File: config.mk
export PLATFORM = sky130hd
export DESIGN_NAME = pwm4_ctrl
export DESIGN_NICKNAME = d
export VERILOG_FILES = /design/src/rtl/pwm4_pkg.sv /design/src/rtl/pwm4_regs.sv /design/src/rtl/pwm4_div.sv /design/src/rtl/pwm4_chan.sv /design/src/rtl/pwm4_ctrl.sv
export SDC_FILE = /design/constraint.sdc
export NUM_CORES = 1
export LEC_CHECK = 0
export BUFFER_PORTS_ARGS = -buffer_cell sky130_fd_sc_hd__buf_2
export CORE_MARGIN = 2
export CORE_UTILIZATION = 52
export DETAILED_ROUTE_END_ITERATION = 12
export PLACE_DENSITY = 0.68
export SLEW_MARGIN = 20
export SYNTH_ARGS = -nofsm -noshare
export SYNTH_HDL_FRONTEND = slang
export SYNTH_SLANG_ARGS = --single-unit
File: constraint.sdc
create_clock -name clk_i -period 13.7 [get_ports clk_i]
set_clock_uncertainty 0.1 [all_clocks]
set_input_delay 2.055 -clock clk_i [delete_from_list [all_inputs] [get_ports clk_i]]
set_output_delay 2.055 -clock clk_i [all_outputs]
set_load 0.05 [all_outputs]
File: src/rtl/pwm4_pkg.sv
package pwm4_pkg;
  localparam int NCH       = 4;
  localparam int NPAIR     = NCH / 2;
  localparam int ADDR_W    = 12;
  localparam int DATA_W    = 32;
  localparam int CNT_W     = 16;
  localparam int PSC_W     = 8;
  localparam int SEL_W     = 3;
  localparam int SDIV_W    = 4;
  localparam int CH_STRIDE = 12;

  localparam logic [ADDR_W-1:0] A_PSC     = 12'h000;
  localparam logic [ADDR_W-1:0] A_SEL     = 12'h004;
  localparam logic [ADDR_W-1:0] A_CTL     = 12'h008;
  localparam logic [ADDR_W-1:0] A_CH_BASE = 12'h00C;
  localparam logic [ADDR_W-1:0] A_IEN     = 12'h03C;

  function automatic int ctl_lsb(int ch);
    return (ch == 0) ? 0 : 4 + 4 * ch;
  endfunction

  function automatic int sel_lsb(int ch);
    return 4 * ch;
  endfunction

  function automatic logic [ADDR_W-1:0] per_addr(int ch);
    return A_CH_BASE + ADDR_W'(CH_STRIDE * ch);
  endfunction

  function automatic logic [ADDR_W-1:0] cmp_addr(int ch);
    return A_CH_BASE + ADDR_W'(CH_STRIDE * ch + 4);
  endfunction

  function automatic logic [ADDR_W-1:0] cnt_addr(int ch);
    return A_CH_BASE + ADDR_W'(CH_STRIDE * ch + 8);
  endfunction
endpackage

File: src/rtl/pwm4_regs.sv
module pwm4_regs
  import pwm4_pkg::*;
(
  input  logic                           clk_i,
  input  logic                           rst_ni,
  input  logic                           req_i,
  input  logic                           we_i,
  input  logic [ADDR_W-1:0]              addr_i,
  input  logic [DATA_W-1:0]              wdata_i,
  input  logic [NCH-1:0][CNT_W-1:0]      cnt_i,
  output logic [DATA_W-1:0]              rdata_o,
  output logic [NPAIR-1:0][PSC_W-1:0]    psc_o,
  output logic [NCH-1:0][SEL_W-1:0]      sel_o,
  output logic [NCH-1:0]                 run_o,
  output logic [NCH-1:0]                 inv_o,
  output logic [NCH-1:0][CNT_W-1:0]      per_o,
  output logic [NCH-1:0][CNT_W-1:0]      cmp_o
);
  logic [DATA_W-1:0] psc_q, sel_q, ctl_q, rmux, rdata_q;
  logic [NCH-1:0][CNT_W-1:0] per_q, cmp_q;
  logic aligned, wr, rd;
  logic [CNT_W-1:0] wclamp;

  assign aligned = (addr_i[1:0] == 2'b00);
  assign wr      = req_i & we_i & aligned;
  assign rd      = req_i & ~we_i & aligned;
  assign wclamp  = (|wdata_i[DATA_W-1:CNT_W]) ? '1 : wdata_i[CNT_W-1:0];

  always_ff @(posedge clk_i or negedge rst_ni) begin
    if (!rst_ni) begin
      psc_q <= '0;
      sel_q <= '0;
      ctl_q <= '0;
      per_q <= '0;
      cmp_q <= '0;
    end else if (wr) begin
      if (addr_i == A_PSC) psc_q <= wdata_i;
      if (addr_i == A_SEL) sel_q <= wdata_i;
      if (addr_i == A_CTL) ctl_q <= wdata_i;
      for (int i = 0; i < NCH; i++) begin
        if (addr_i == per_addr(i)) per_q[i] <= wclamp;
        if (addr_i == cmp_addr(i)) cmp_q[i] <= wclamp;
      end
    end
  end

  always_comb begin
    rmux = '0;
    if (addr_i == A_PSC) rmux = psc_q;
    if (addr_i == A_SEL) rmux = sel_q;
    if (addr_i == A_CTL) rmux = ctl_q;
    for (int i = 0; i < NCH; i++) begin
      if (addr_i == per_addr(i)) rmux = DATA_W'(per_q[i]);
      if (addr_i == cmp_addr(i)) rmux = DATA_W'(cmp_q[i]);
      if (addr_i == cnt_addr(i)) rmux = DATA_W'(cnt_i[i]);
    end
  end

  always_ff @(posedge clk_i or negedge rst_ni) begin
    if (!rst_ni) rdata_q <= '0;
    else         rdata_q <= rd ? rmux : '0;
  end

  assign rdata_o = rdata_q;
  assign per_o   = per_q;
  assign cmp_o   = cmp_q;

  for (genvar p = 0; p < NPAIR; p++) begin : g_psc
    assign psc_o[p] = psc_q[PSC_W*p +: PSC_W];
  end

  for (genvar i = 0; i < NCH; i++) begin : g_fld
    assign sel_o[i] = sel_q[sel_lsb(i) +: SEL_W];
    assign run_o[i] = ctl_q[ctl_lsb(i)] & ctl_q[ctl_lsb(i) + 3];
    assign inv_o[i] = ctl_q[ctl_lsb(i) + 2];
  end
endmodule

File: src/rtl/pwm4_div.sv
module pwm4_div #(
  parameter int W = 8
) (
  input  logic         clk_i,
  input  logic         rst_ni,
  input  logic         en_i,
  input  logic [W-1:0] lim_i,
  output logic         tick_o
);
  logic [W-1:0] cnt_q, lim_q;
  logic same;

  assign same = (lim_i == lim_q);

  // a changed limit restarts the stage
  always_ff @(posedge clk_i or negedge rst_ni) begin
    if (!rst_ni) begin
      cnt_q <= '0;
      lim_q <= '0;
    end else begin
      lim_q <= lim_i;
      if (!same)     cnt_q <= '0;
      else if (en_i) cnt_q <= (cnt_q == lim_i) ? '0 : cnt_q + 1'b1;
    end
  end

  assign tick_o = en_i & same & (cnt_q == lim_i);
endmodule

File: src/rtl/pwm4_chan.sv
module pwm4_chan #(
  parameter int CW = 16
) (
  input  logic          clk_i,
  input  logic          rst_ni,
  input  logic          tick_i,
  input  logic          run_i,
  input  logic          inv_i,
  input  logic [CW-1:0] per_i,
  input  logic [CW-1:0] cmp_i,
  output logic [CW-1:0] cnt_o,
  output logic          pwm_o
);
  logic [CW-1:0] cnt_q, per_q, cmp_q;
  logic lvl;

  always_ff @(posedge clk_i or negedge rst_ni) begin
    if (!rst_ni) begin
      cnt_q <= '0;
      per_q <= '0;
      cmp_q <= '0;
    end else if (!run_i) begin
      cnt_q <= per_i;
      per_q <= per_i;
      cmp_q <= cmp_i;
    end else if (tick_i) begin
      if (cnt_q == '0) begin
        cnt_q <= per_i;
        per_q <= per_i;
        cmp_q <= cmp_i;
      end else begin
        cnt_q <= cnt_q - 1'b1;
      end
    end
  end

  // high during the first cmp+1 ticks of each period
  assign lvl = run_i & (per_q != '0) &
               ((cmp_q >= per_q) | (cnt_q >= per_q - cmp_q));
  assign pwm_o = lvl ^ inv_i;
  assign cnt_o = cnt_q;
endmodule

File: src/rtl/pwm4_ctrl.sv
module pwm4_ctrl
  import pwm4_pkg::*;
(
  input  logic              clk_i,
  input  logic              rst_ni,
  input  logic              req_i,
  input  logic              we_i,
  input  logic [ADDR_W-1:0] addr_i,
  input  logic [DATA_W-1:0] wdata_i,
  output logic [DATA_W-1:0] rdata_o,
  output logic [NCH-1:0]    pwm_o
);
  logic [NPAIR-1:0][PSC_W-1:0] psc_w;
  logic [NCH-1:0][SEL_W-1:0]   sel_w;
  logic [NCH-1:0]              run_w, inv_w;
  logic [NCH-1:0][CNT_W-1:0]   per_w, cmp_w, cnt_w;
  logic [NPAIR-1:0]            psc_tick;
  logic [NCH-1:0]              sel_tick;
  logic [NCH-1:0][SDIV_W-1:0]  sel_lim;

  pwm4_regs i_regs (
    .clk_i   (clk_i),
    .rst_ni  (rst_ni),
    .req_i   (req_i),
    .we_i    (we_i),
    .addr_i  (addr_i),
    .wdata_i (wdata_i),
    .cnt_i   (cnt_w),
    .rdata_o (rdata_o),
    .psc_o   (psc_w),
    .sel_o   (sel_w),
    .run_o   (run_w),
    .inv_o   (inv_w),
    .per_o   (per_w),
    .cmp_o   (cmp_w)
  );

  for (genvar p = 0; p < NPAIR; p++) begin : g_pair
    pwm4_div #(.W(PSC_W)) i_psc (
      .clk_i  (clk_i),
      .rst_ni (rst_ni),
      .en_i   (1'b1),
      .lim_i  (psc_w[p]),
      .tick_o (psc_tick[p])
    );
  end

  for (genvar i = 0; i < NCH; i++) begin : g_ch
    // selector 4..7: bypass
    assign sel_lim[i] = (sel_w[i] >= SEL_W'(4)) ? '0
                        : SDIV_W'((32'd2 << sel_w[i]) - 32'd1);

    pwm4_div #(.W(SDIV_W)) i_sel (
      .clk_i  (clk_i),
      .rst_ni (rst_ni),
      .en_i   (psc_tick[i/2]),
      .lim_i  (sel_lim[i]),
      .tick_o (sel_tick[i])
    );

    pwm4_chan #(.CW(CNT_W)) i_chan (
      .clk_i  (clk_i),
      .rst_ni (rst_ni),
      .tick_i (sel_tick[i]),
      .run_i  (run_w[i]),
      .inv_i  (inv_w[i]),
      .per_i  (per_w[i]),
      .cmp_i  (cmp_w[i]),
      .cnt_o  (cnt_w[i]),
      .pwm_o  (pwm_o[i])
    );
  end
endmodule

Word level (Yosys, flattened, before mapping)
Index checks and enable logic that the tools add are counted.

Eq/ne operators: 38. Multiplexer cells: 73. Magnitude comparators: 12. Reduce and logical (&&, ||, !) cells: 26. Bitwise operators: 35. Add/sub/neg operators: 18. Shift-type cells: 4.

Operators by type and width (count): $mux 16 (37); $mux 32 (16); $ge 16x16->1 (8); $eq 12x6->1 const B (7); $logic_not 16->1 (4); $mux 4 (16); $reduce_bool 16->1 (4); $sub 16x1->16 const B (4); $sub 16x16->16 (4); $eq 12x5->1 const B (4); $eq 4x4->1 (8); $eq 8x8->1 (4); $mux 8 (4); $reduce_and 2->1 (15); $and 1x1->1 (26); $eq 12x4->1 const B (2); $add 4x1->4 const B (4); $add 8x1->8 const B (2); $reduce_or 16->1 (1); $shl 2x3->4 const A (4); $sub 4x1->4 const B (4); $eq 12x3->1 const B (1); $ge 3x3->1 const B (4); $logic_not 12->1 (1); 6 further kinds (22).

Output and inout bits: 36. Register bits after elaboration: 512. Word-level logic and storage cells: 242.

Depth between registers and ports, before layout
Gate-level depths: netlist of the first run.

Depth after elaboration: 17. Depth in mapped cells: 19.

Hierarchy
From an unflattened synthesis of the first run, not the netlist that was laid out.

Cell total of the unflattened synthesis: 2977. Area, all modules: 28937.8 um^2.

By module, submodules not included: pwm4_chan (cells each 386, times used 4, sequential area each 1201.2 um^2, area each 3291.9 um^2); pwm4_regs (cells each 1086, times used 1, sequential area each 6406.1 um^2, area each 12042.8 um^2); pwm4_div at g_ch[0].i_sel ... (cells each 37, times used 4, sequential area each 200.2 um^2, area each 434.2 um^2); pwm4_div at g_pair[0].i_psc ... (cells each 75, times used 2, sequential area each 400.4 um^2, area each 833.3 um^2); pwm4_ctrl (cells each 49, times used 1, sequential area each 0.0 um^2, area each 324.1 um^2).

Least setup slack after synthesis of the first run
No wires, ideal clock.

Path kind: flip-flop to output port. Start point: register g_ch[0].i_chan.per_q[9]. End point: output pwm_o[0]. Path buffers: 1. Cell stages (with the launch flop): 17. Path slack: 7.639 ns. Data arrival time: 3.906 ns. Cells stage by stage: dfrtp_1 -> ha_1 -> and2_1 -> a22o_1 -> or4_1 -> a21o_1 -> a31o_2 -> a21oi_1 -> xor2_1 -> ha_1 -> a21o_1 -> a221o_1 -> a31oi_1 -> o221ai_1 -> o311ai_0 -> xnor2_1 -> buf_4.

Word-level cells in the longest chain between the ends: 5. Elaborated cells between the ends (all ways): 8. Those cells by class: 1 x add/sub; 2 x order compare; 4 x bitwise; 1 x reduce/logical.

RTL lines: from (decl) (RTL line pwm4_chan.sv:14) `logic [CW-1:0] cnt_q, per_q, cmp_q;`; from (signal assigned) (RTL line pwm4_chan.sv:24) `per_q <= per_i;`; from (signal assigned) (RTL line pwm4_chan.sv:29) `per_q <= per_i;`; $sub 16x16->16 (RTL line pwm4_chan.sv:39) `((cmp_q >= per_q) | (cnt_q >= per_q - cmp_q));`; $ge 16x16->1 (RTL line pwm4_chan.sv:39); $or 1x1->1 (RTL line pwm4_chan.sv:39); $and 1x1->1 (*) (RTL line pwm4_chan.sv:38) `assign lvl = run_i & (per_q != '0) &`; $xor 1x1->1 (*) (RTL line pwm4_chan.sv:40) `assign pwm_o = lvl ^ inv_i;`; to (decl) (RTL line pwm4_ctrl.sv:11) `output logic [NCH-1:0] pwm_o`.

Mark *: on every way between the ends. The rest lies on a longest branch, timed or not.

Final worst setup path of the first run
Start point: register g_ch[0].i_chan.per_q[0]. End point: output pwm_o[0].

The elaborated chain is that of the path after synthesis.

==> reports/qor.txt, run 1 <==
Net Count, Synth: 3,136
Synthesized area: 28,400 um2
Synth area leaders: dfrtp_1 45%, ha_1 6.3%, mux2_2 4.5%, a21oi_1 4.4%, nor2_1 4.2%
Crit path max fanout: 3
CTS Hold Bufs: 0
Unrepaired setup endpoints after global routing: false
Status: complete, no violations
Required time of the critical path: 11,550 ps
TritonCTS Buffers: 56
Via count: 23,900
Critical Path AT: 5450 ps
RR Endpoint: g_ch[0].i_chan.per_q[9]
Multi-input gate area: 14,600 um2
Post-CTS sizing: 0
PortBufs: 83
Worst slew pin tran: 1220 ps
Placement Rows: 85
Switching power: 0.000850 W
Crit path capture type: output pin
Register area: 12,800 um2
Area after DPL: 29,500 um2
Clock Latency Late Sink: 650 ps
Share of cells above drive strength 1: 13.7%
Asr flop ratio synth: 100%
FF+latch count, synth: 512
Clock Sinks: 512
Fillers: 4,630
Maximum vdd ir drop: 0.123 mV
Hold Crit Depth: 2
Die width: 238 um
Pre-CTS setup slack: 6830 ps
Synth top area share: 45.1%
Post-synthesis cell type count: 95
Reg clk slew, reported paths: 60 ps
Clock share of power: 46.3%
Die height: 238 um
Largest area contributor in the netlist: dfrtp_1
Initial Utilization: 52.6%
CTS tree: done
GRT Total Usage: 32.3%
Post-CTS Setup Bufs: 0
First-pass GRT wire length: 140,000 um
NumNets Final: 3,184
Final instance area: 31,300 um2
R2R setup slack: 9910 ps
Register area share after synthesis: 45.1%
Ys flop type: dfrtp_1
DR pass1 iterations: 6
Routed vias/inst: 6.41
DR DRC count: 0
Post-route worst setup slack: 6100 ps
Final setup TNS: 0 ps
Final hold viol count: 0
Mean post-synth cell area: 9.65 um2
Worst hold path type: reg -> reg
Top Ports: 84
Final setup viols: 0
CTS H-tree lvls: 2
Routed wire length: 90,800 um
First DRT Iteration DRCs: 2,541
Max Buffers Root-to-Sink: 3
P_leak: 14.9 nW
Crit path launch: g_ch[0].i_chan.per_q[0]
Relative slew slack: 18.6%
P_int: 0.00249 W
Total of warnings raised by yosys: 0
Wire length per cell: 24.3 um
Hold Path Sink: g_ch[2].i_chan.cmp_q[0]
Most frequent cells in the layout: 512 x dfrtp_1, 310 x nor2_1, 262 x nand2_1, 248 x a21oi_1, 188 x o21ai_0
Initial antenna violation count: 1
R2R depth: 8
Largest net degree at the start of global routing: 174
Fmax: 132 MHz
Final core utilization: 58.1%
Vias in the first global route: 23,200
P&R area growth vs syn: 10.4%
Logic gate share of total power: 8.0%
GPL Wtd Cong: 0.984
Post-route total power: 0.00334 W
Core area: 53,900 um2
Setup CP Type: reg -> out
Final HPWL from detailed placement: 66,800 um
Final ANT Viol Nets: 0
CTS root buffer: clkbuf_16
Die ar.: 56,500 um2
Cell count after synthesis: 2,942
Number of max-cap violations: 0
Number of synthesized flops with an enable pin: 0
Share of power burned in registers: 45.7%
Commonest non-fill, non-tap cell in the layout: dfrtp_1
Slew Viols, Final: 0
RR Startpoint: i_regs.psc_q[1]
Post-route minimum period: 7600 ps
Overflow after GRT: 0
Final Cycle Share: 55.5%
CP Launch Type: flop
Pwr per Cell Area: 107 nW/um2
Switch share: 25.4%
Worst hold start: g_ch[2].i_chan.cmp_q[0]
[cell type report]
class	count	share of cell area (%)
clock inverter	20	0.762
inverter	119	1.43
sequential	512	40.9
multi-input combinational	2184	46.7
clock buffer	82	5.20
tap	696	2.78
timing repair buffer	117	2.22
antenna	1	0.00798
[per-stage QoR]
step / hold WS (ps) / cells
after floorplan: 327 / 2942
after global placement: 367 / 3628
after detailed placement: 372 / 3628
after CTS: 386 / 3730
after global routing: 406 / 3730
final: 381 / 3731
[how the worst max path moves through the flow]
stage                           to  slack (ps)  cells past startpoint
after global routing      pwm_o[0]        5800                     18
after detailed placement  pwm_o[0]        6830                     18
after floorplan           pwm_o[0]        7640                     16
final                     pwm_o[0]        6100                     18
after CTS                 pwm_o[0]        6110                     18
after global placement    pwm_o[0]        6830                     18
[Yosys cell counts (8+ instances only)]
cell	n
dfrtp_1	512
nor2_1	317
nand2_1	262
a21oi_1	248
o21ai_0	188
ha_1	142
inv_1	118
mux2_2	113
clkbuf_1	87
nand3_1	81
nor3_1	72
xnor2_1	59
xor2_1	59
nor4_1	52
a31oi_1	33
o211ai_1	33
a21o_1	32
buf_2	29
nand4_1	28
o22ai_1	28
and3_1	25
nor2b_1	24
mux2i_1	23
nand2b_1	22
mux2_4	20
o21a_1	19
and2_1	18
a22oi_1	17
mux4_2	17
or3_1	16
or2_2	14
a22o_1	13
o221ai_1	13
o311ai_0	12
o31ai_1	12
a211oi_1	11
a221oi_1	10
or4_1	10
o22a_1	9
a222oi_1	8
a31o_2	8
[routing by layer]
metal	GRT usage, %	vias up	routed length (um)
li1	-	10700	-
met1	44.2	11800	37800
met2	51.2	1108	41500
met3	5.43	219	7680
met4	13.3	0	3890
met5	0	-	0
[critical path, cell delays in order, from the launching register on]
cell      delay (ps)
dfrtp_1          380
inv_1             70
ha_1             200
fa_1             220
nor2b_1           70
o31a_1           270
o41a_1           380
a21o_1           220
a31o_2           230
a21oi_1          170
xor2_1           180
ha_1             260
a21o_1           180
a221o_1          340
a31oi_1          150
o221ai_1         130
o311ai_0         820
xnor2_1          220
buf_2            300
[flip-flops by register name, summed over array words and instances (netlist names)]
name,count
g_ch.i_chan.cmp_q,64
g_ch.i_chan.cnt_o,64
g_ch.i_chan.per_q,64
g_ch.i_sel.cnt_q,16
g_ch.i_sel.lim_q,16
g_pair.i_psc.cnt_q,16
g_pair.i_psc.lim_q,16
i_regs.cmp_o,64
i_regs.ctl_q,32
i_regs.per_o,64
i_regs.psc_q,32
i_regs.rdata_o,32
i_regs.sel_q,32
[cells by family after synthesis]
group	synth area share, %
fa+ha+maj	6.54
simple gates	16.3
flops	45.1
compound gates	16.8
buf+inv	3.55
xor+xnor	3.64
mux	7.98
[power by group through the flow]
stage	combinational, W	clock, W	sequential, W
after floorplan	0.000161	0	0.00155
after global placement	0.000259	0	0.00155
after detailed placement	0.000263	0	0.00156
after CTS	0.000265	0.00156	0.00153
after global routing	0.000292	0.00163	0.00153
final	0.000268	0.00155	0.00153
No activity file was read; power rests on OpenSTA's default activity.
==> run 2, diff against run 1 <==
--- a/config.mk
+++ b/config.mk
@@ -5,11 +5,12 @@
 export SDC_FILE = /design/constraint.sdc
 export NUM_CORES = 1
 export LEC_CHECK = 0
+export ABC_AREA = 1
 export BUFFER_PORTS_ARGS = -buffer_cell sky130_fd_sc_hd__buf_2
 export CORE_MARGIN = 2
 export CORE_UTILIZATION = 52
 export DETAILED_ROUTE_END_ITERATION = 12
-export PLACE_DENSITY = 0.68
+export PLACE_DENSITY = 0.71
 export SLEW_MARGIN = 20
 export SYNTH_ARGS = -nofsm -noshare
 export SYNTH_HDL_FRONTEND = slang
==> constraint.sdc (replaced) <==
create_clock -name clk_i -period 6.8 [get_ports clk_i]
set_clock_uncertainty 0.1 [all_clocks]
set_input_delay 1.02 -clock clk_i [delete_from_list [all_inputs] [get_ports clk_i]]
set_output_delay 1.02 -clock clk_i [all_outputs]
set_load 0.05 [all_outputs]
==> reports/qor.txt, run 2 <==
Die ar.: 56,100 um2 (was 56,500 um2)
Switching power: 0.00156 W (was 0.000850 W)
Most frequent cells in the layout: 854 x nand2_1, 512 x dfrtp_1, 441 x o21ai_0, 395 x inv_1, 190 x nor2_1 (was 512 x dfrtp_1, 310 x nor2_1, 262 x nand2_1, 248 x a21oi_1, 188 x o21ai_0)
Post-Layout Cell Count: 4,232 (was 3,731)
Largest area contributor in the netlist: dfrtp_1 (unchanged)
P&R area growth vs syn: 9.31% (was 10.4%)
Die width: 237 um (was 238 um)
Slew Viols, Final: 0 (unchanged)
Fmax: 164 MHz
Ys flop type: dfrtp_1 (unchanged)
Number of synthesized flops with an enable pin: 0 (unchanged)
Final setup TNS: 0 ps (unchanged)
Post-CTS Setup Bufs: 0 (unchanged)
Core area: 53,700 um2 (was 53,900 um2)
CTS H-tree lvls: 2 (unchanged)
Share of cells above drive strength 1: 7.66% (was 13.7%)
TritonCTS Buffers: 53 (was 56)
Final Cycle Share: 89.9%
Dpl cells: 4,138 (was 3,628)
PortBufs: 83 (unchanged)
Logic gate share of total power: 6.6% (was 8.0%)
Hold WS: 245 ps (was 381 ps)
GRT Total Usage: 27.6% (was 32.3%)
CTS root buffer: clkbuf_16 (unchanged)
NumNets Final: 3,691 (was 3,184)
Final hold viol count: 0 (unchanged)
Vias in the first global route: 22,600 (was 23,200)
Die height: 237 um (was 238 um)
First-pass GRT wire length: 123,000 um (was 140,000 um)
Critical Path AT: 4990 ps (was 5450 ps)
Diodes inserted: 0 (was 1)
Commonest non-fill, non-tap cell in the layout: nand2_1 (was dfrtp_1)
Synth area leaders: dfrtp_1 45%, nand2_1 11%, o21ai_0 7.8%, ha_1 6.3%, inv_1 5.3% (was dfrtp_1 45%, ha_1 6.3%, mux2_2 4.5%, a21oi_1 4.4%, nor2_1 4.2%)
Post-synth top cells: 858 x nand2_1, 512 x dfrtp_1, 441 x o21ai_0 (was 512 x dfrtp_1, 317 x nor2_1, 262 x nand2_1)
Multi-input gate area: 13,200 um2 (was 14,600 um2)
P_leak: 15.2 nW (was 14.9 nW)
Crit path max fanout: 3 (unchanged)
First DRT Iteration DRCs: 2,195 (was 2,541)
GPL Wtd Cong: 0.953 (was 0.984)
Status: complete, no violations (unchanged)
Fillers: 4,882 (was 4,630)
Worst slew pin tran: 1110 ps (was 1220 ps)
Final ANT Viol Nets: 0 (unchanged)
Clock share of power: 45.4% (was 46.3%)
CTS tree: done (unchanged)
Routed vias/inst: 5.62 (was 6.41)
Synthesized area: 28,200 um2 (was 28,400 um2)
Switch share: 23.7% (was 25.4%)
Post-CTS sizing: 0 (unchanged)
Max Buffers Root-to-Sink: 3 (unchanged)
Area after DPL: 29,000 um2 (was 29,500 um2)
Share of power burned in registers: 48.1% (was 45.7%)
Pre-CTS setup slack: 1390 ps (was 6830 ps)
Total of warnings raised by yosys: 0 (unchanged)
Worst hold path type: in -> async (was reg -> reg)
Reg clk slew, reported paths: 60 ps (about the same)
Placement Rows: 85 (unchanged)
Required time of the critical path: 5680 ps (was 11,550 ps)
Top Ports: 84 (unchanged)
Register area share after synthesis: 45.5% (was 45.1%)
Post-route minimum period: 6110 ps
P_int: 0.00502 W (was 0.00249 W)
Wire length per cell: 18.0 um (was 24.3 um)
DR DRC count: 0 (unchanged)
Register area: 12,800 um2 (unchanged)
FF+latch count, synth: 512 (unchanged)
Routed wire length: 76,300 um (was 90,800 um)
Relative slew slack: 25.7% (was 18.6%)
Unrepaired setup endpoints after global routing: false (unchanged)
Initial Utilization: 52.5% (was 52.6%)
Via count: 23,800 (was 23,900)
Setup CP Type: reg -> out (unchanged)
Maximum vdd ir drop: 0.269 mV (was 0.123 mV)
Final instance area: 30,800 um2 (was 31,300 um2)
Overflow after GRT: 0 (unchanged)
Number of max-cap violations: 0 (unchanged)
Synth top area share: 45.5% (was 45.1%)
Pwr per Cell Area: 214 nW/um2 (was 107 nW/um2)
Clock Sinks: 512 (unchanged)
Asr flop ratio synth: 100% (unchanged)
Mean post-synth cell area: 8.13 um2 (was 9.65 um2)
Clock Latency Late Sink: 610 ps (was 650 ps)
Post-synthesis cell type count: 66 (was 95)
Crit path capture type: output pin (unchanged)
Net Count, Synth: 3,662 (was 3,136)
Initial antenna violation count: 1 (unchanged)
Cell count after synthesis: 3,468 (was 2,942)
Largest net degree at the start of global routing: 127 (was 174)
CTS Hold Bufs: 0 (unchanged)
CP Launch Type: flop (unchanged)
DR pass1 iterations: 7 (was 6)
Final setup viols: 0 (unchanged)
Final HPWL from detailed placement: 56,300 um (was 66,800 um)
Post-route worst setup slack: 689 ps (was 6100 ps)
Most common cell in the netlist: nand2_1 (was dfrtp_1)
-- run 2: area by class of cell --
class                           instances  share of cell area (%)
Multi-Input combinational cell       2418                    42.9
Timing Repair Buffer                   96                    1.78
Clock inverter                         18                   0.719
Sequential cell                       512                    41.6
Inverter                              416                    5.08
Tap cell                              696                    2.83
Clock buffer                           76                    5.14
-- run 2: power by group through the flow --
stage          logic, W  registers, W  clock network (W)
4_1_cts        0.000441       0.00316            0.00303
6_report       0.000434       0.00316            0.00299
5_1_grt        0.000499       0.00317            0.00316
2_1_floorplan  0.000277       0.00320                  0
3_3_place_gp   0.000431       0.00322                  0
3_5_place_dp   0.000443       0.00322                  0
-- run 2: kinds of logic (layout without fill, tap and decap cells) --
kind of cell               Yosys count  after routing  synth area share, %
and+or+nand+nor                   1307           1307                 19.4
AOI/OAI and AO/OA                  818            818                 16.2
buffers and inverters              538            606                 7.78
DFF                                512            512                 45.5
adders and majority gates          146            146                 6.59
xor gates and xnor gates           146            146                 4.54
muxes                                1              1               0.0532
-- run 2: critical path, stage by stage, from the launching register on --
cell and delay, ps:
dfrtp_1 360, inv_1 50, ha_1 200, fa_1 450
o21ai_1 300, a21oi_1 160, o21ai_0 310, a21boi_1 160
o21ai_0 210, xor2_1 180, ha_1 250, nand2_1 90
inv_1 40, nand3_1 100, a21oi_1 50, a2111oi_0 270
o311ai_0 270, o21ai_1 300, xor2_1 290, buf_2 320
-- run 2: metrics by stage --
step / utilization [%] / power [W]
floorplan: - / 0.00348
global placement: 54.0 / 0.00365
detailed placement: 54.0 / 0.00366
CTS: 57.3 / 0.00664
global route: 57.4 / 0.00683
finish: 57.4 / 0.00658
-- run 2: per-layer routing --
metal	wire length [um]	up-vias	share of wire, %	track usage [%]
met1	34300	11300	45	39.5
met3	5420	158	7.1	4.59
li1	-	11500	-	-
met4	3060	0	4.0	10.4
met5	0	-	0	0
met2	33500	816	44	42.4
-- run 2: path summary, 6_finish.rpt --
path                                         start                        to  slack, ps  depth (start not counted)
min reg2reg                       i_regs.psc_q[11]  g_pair[1].i_psc.lim_q[3]        330                          0
max in group asynchronous                   rst_ni   g_ch[2].i_chan.per_q[1]       5010                          2
min in group clk_i                i_regs.psc_q[11]  g_pair[1].i_psc.lim_q[3]        330                          0
min                                         rst_ni           i_regs.psc_q[5]        250                          1
max                        g_ch[0].i_chan.per_q[0]                  pwm_o[0]        690                         19
max reg2reg                        i_regs.psc_q[1]   g_ch[0].i_chan.cnt_o[7]       3050                         10
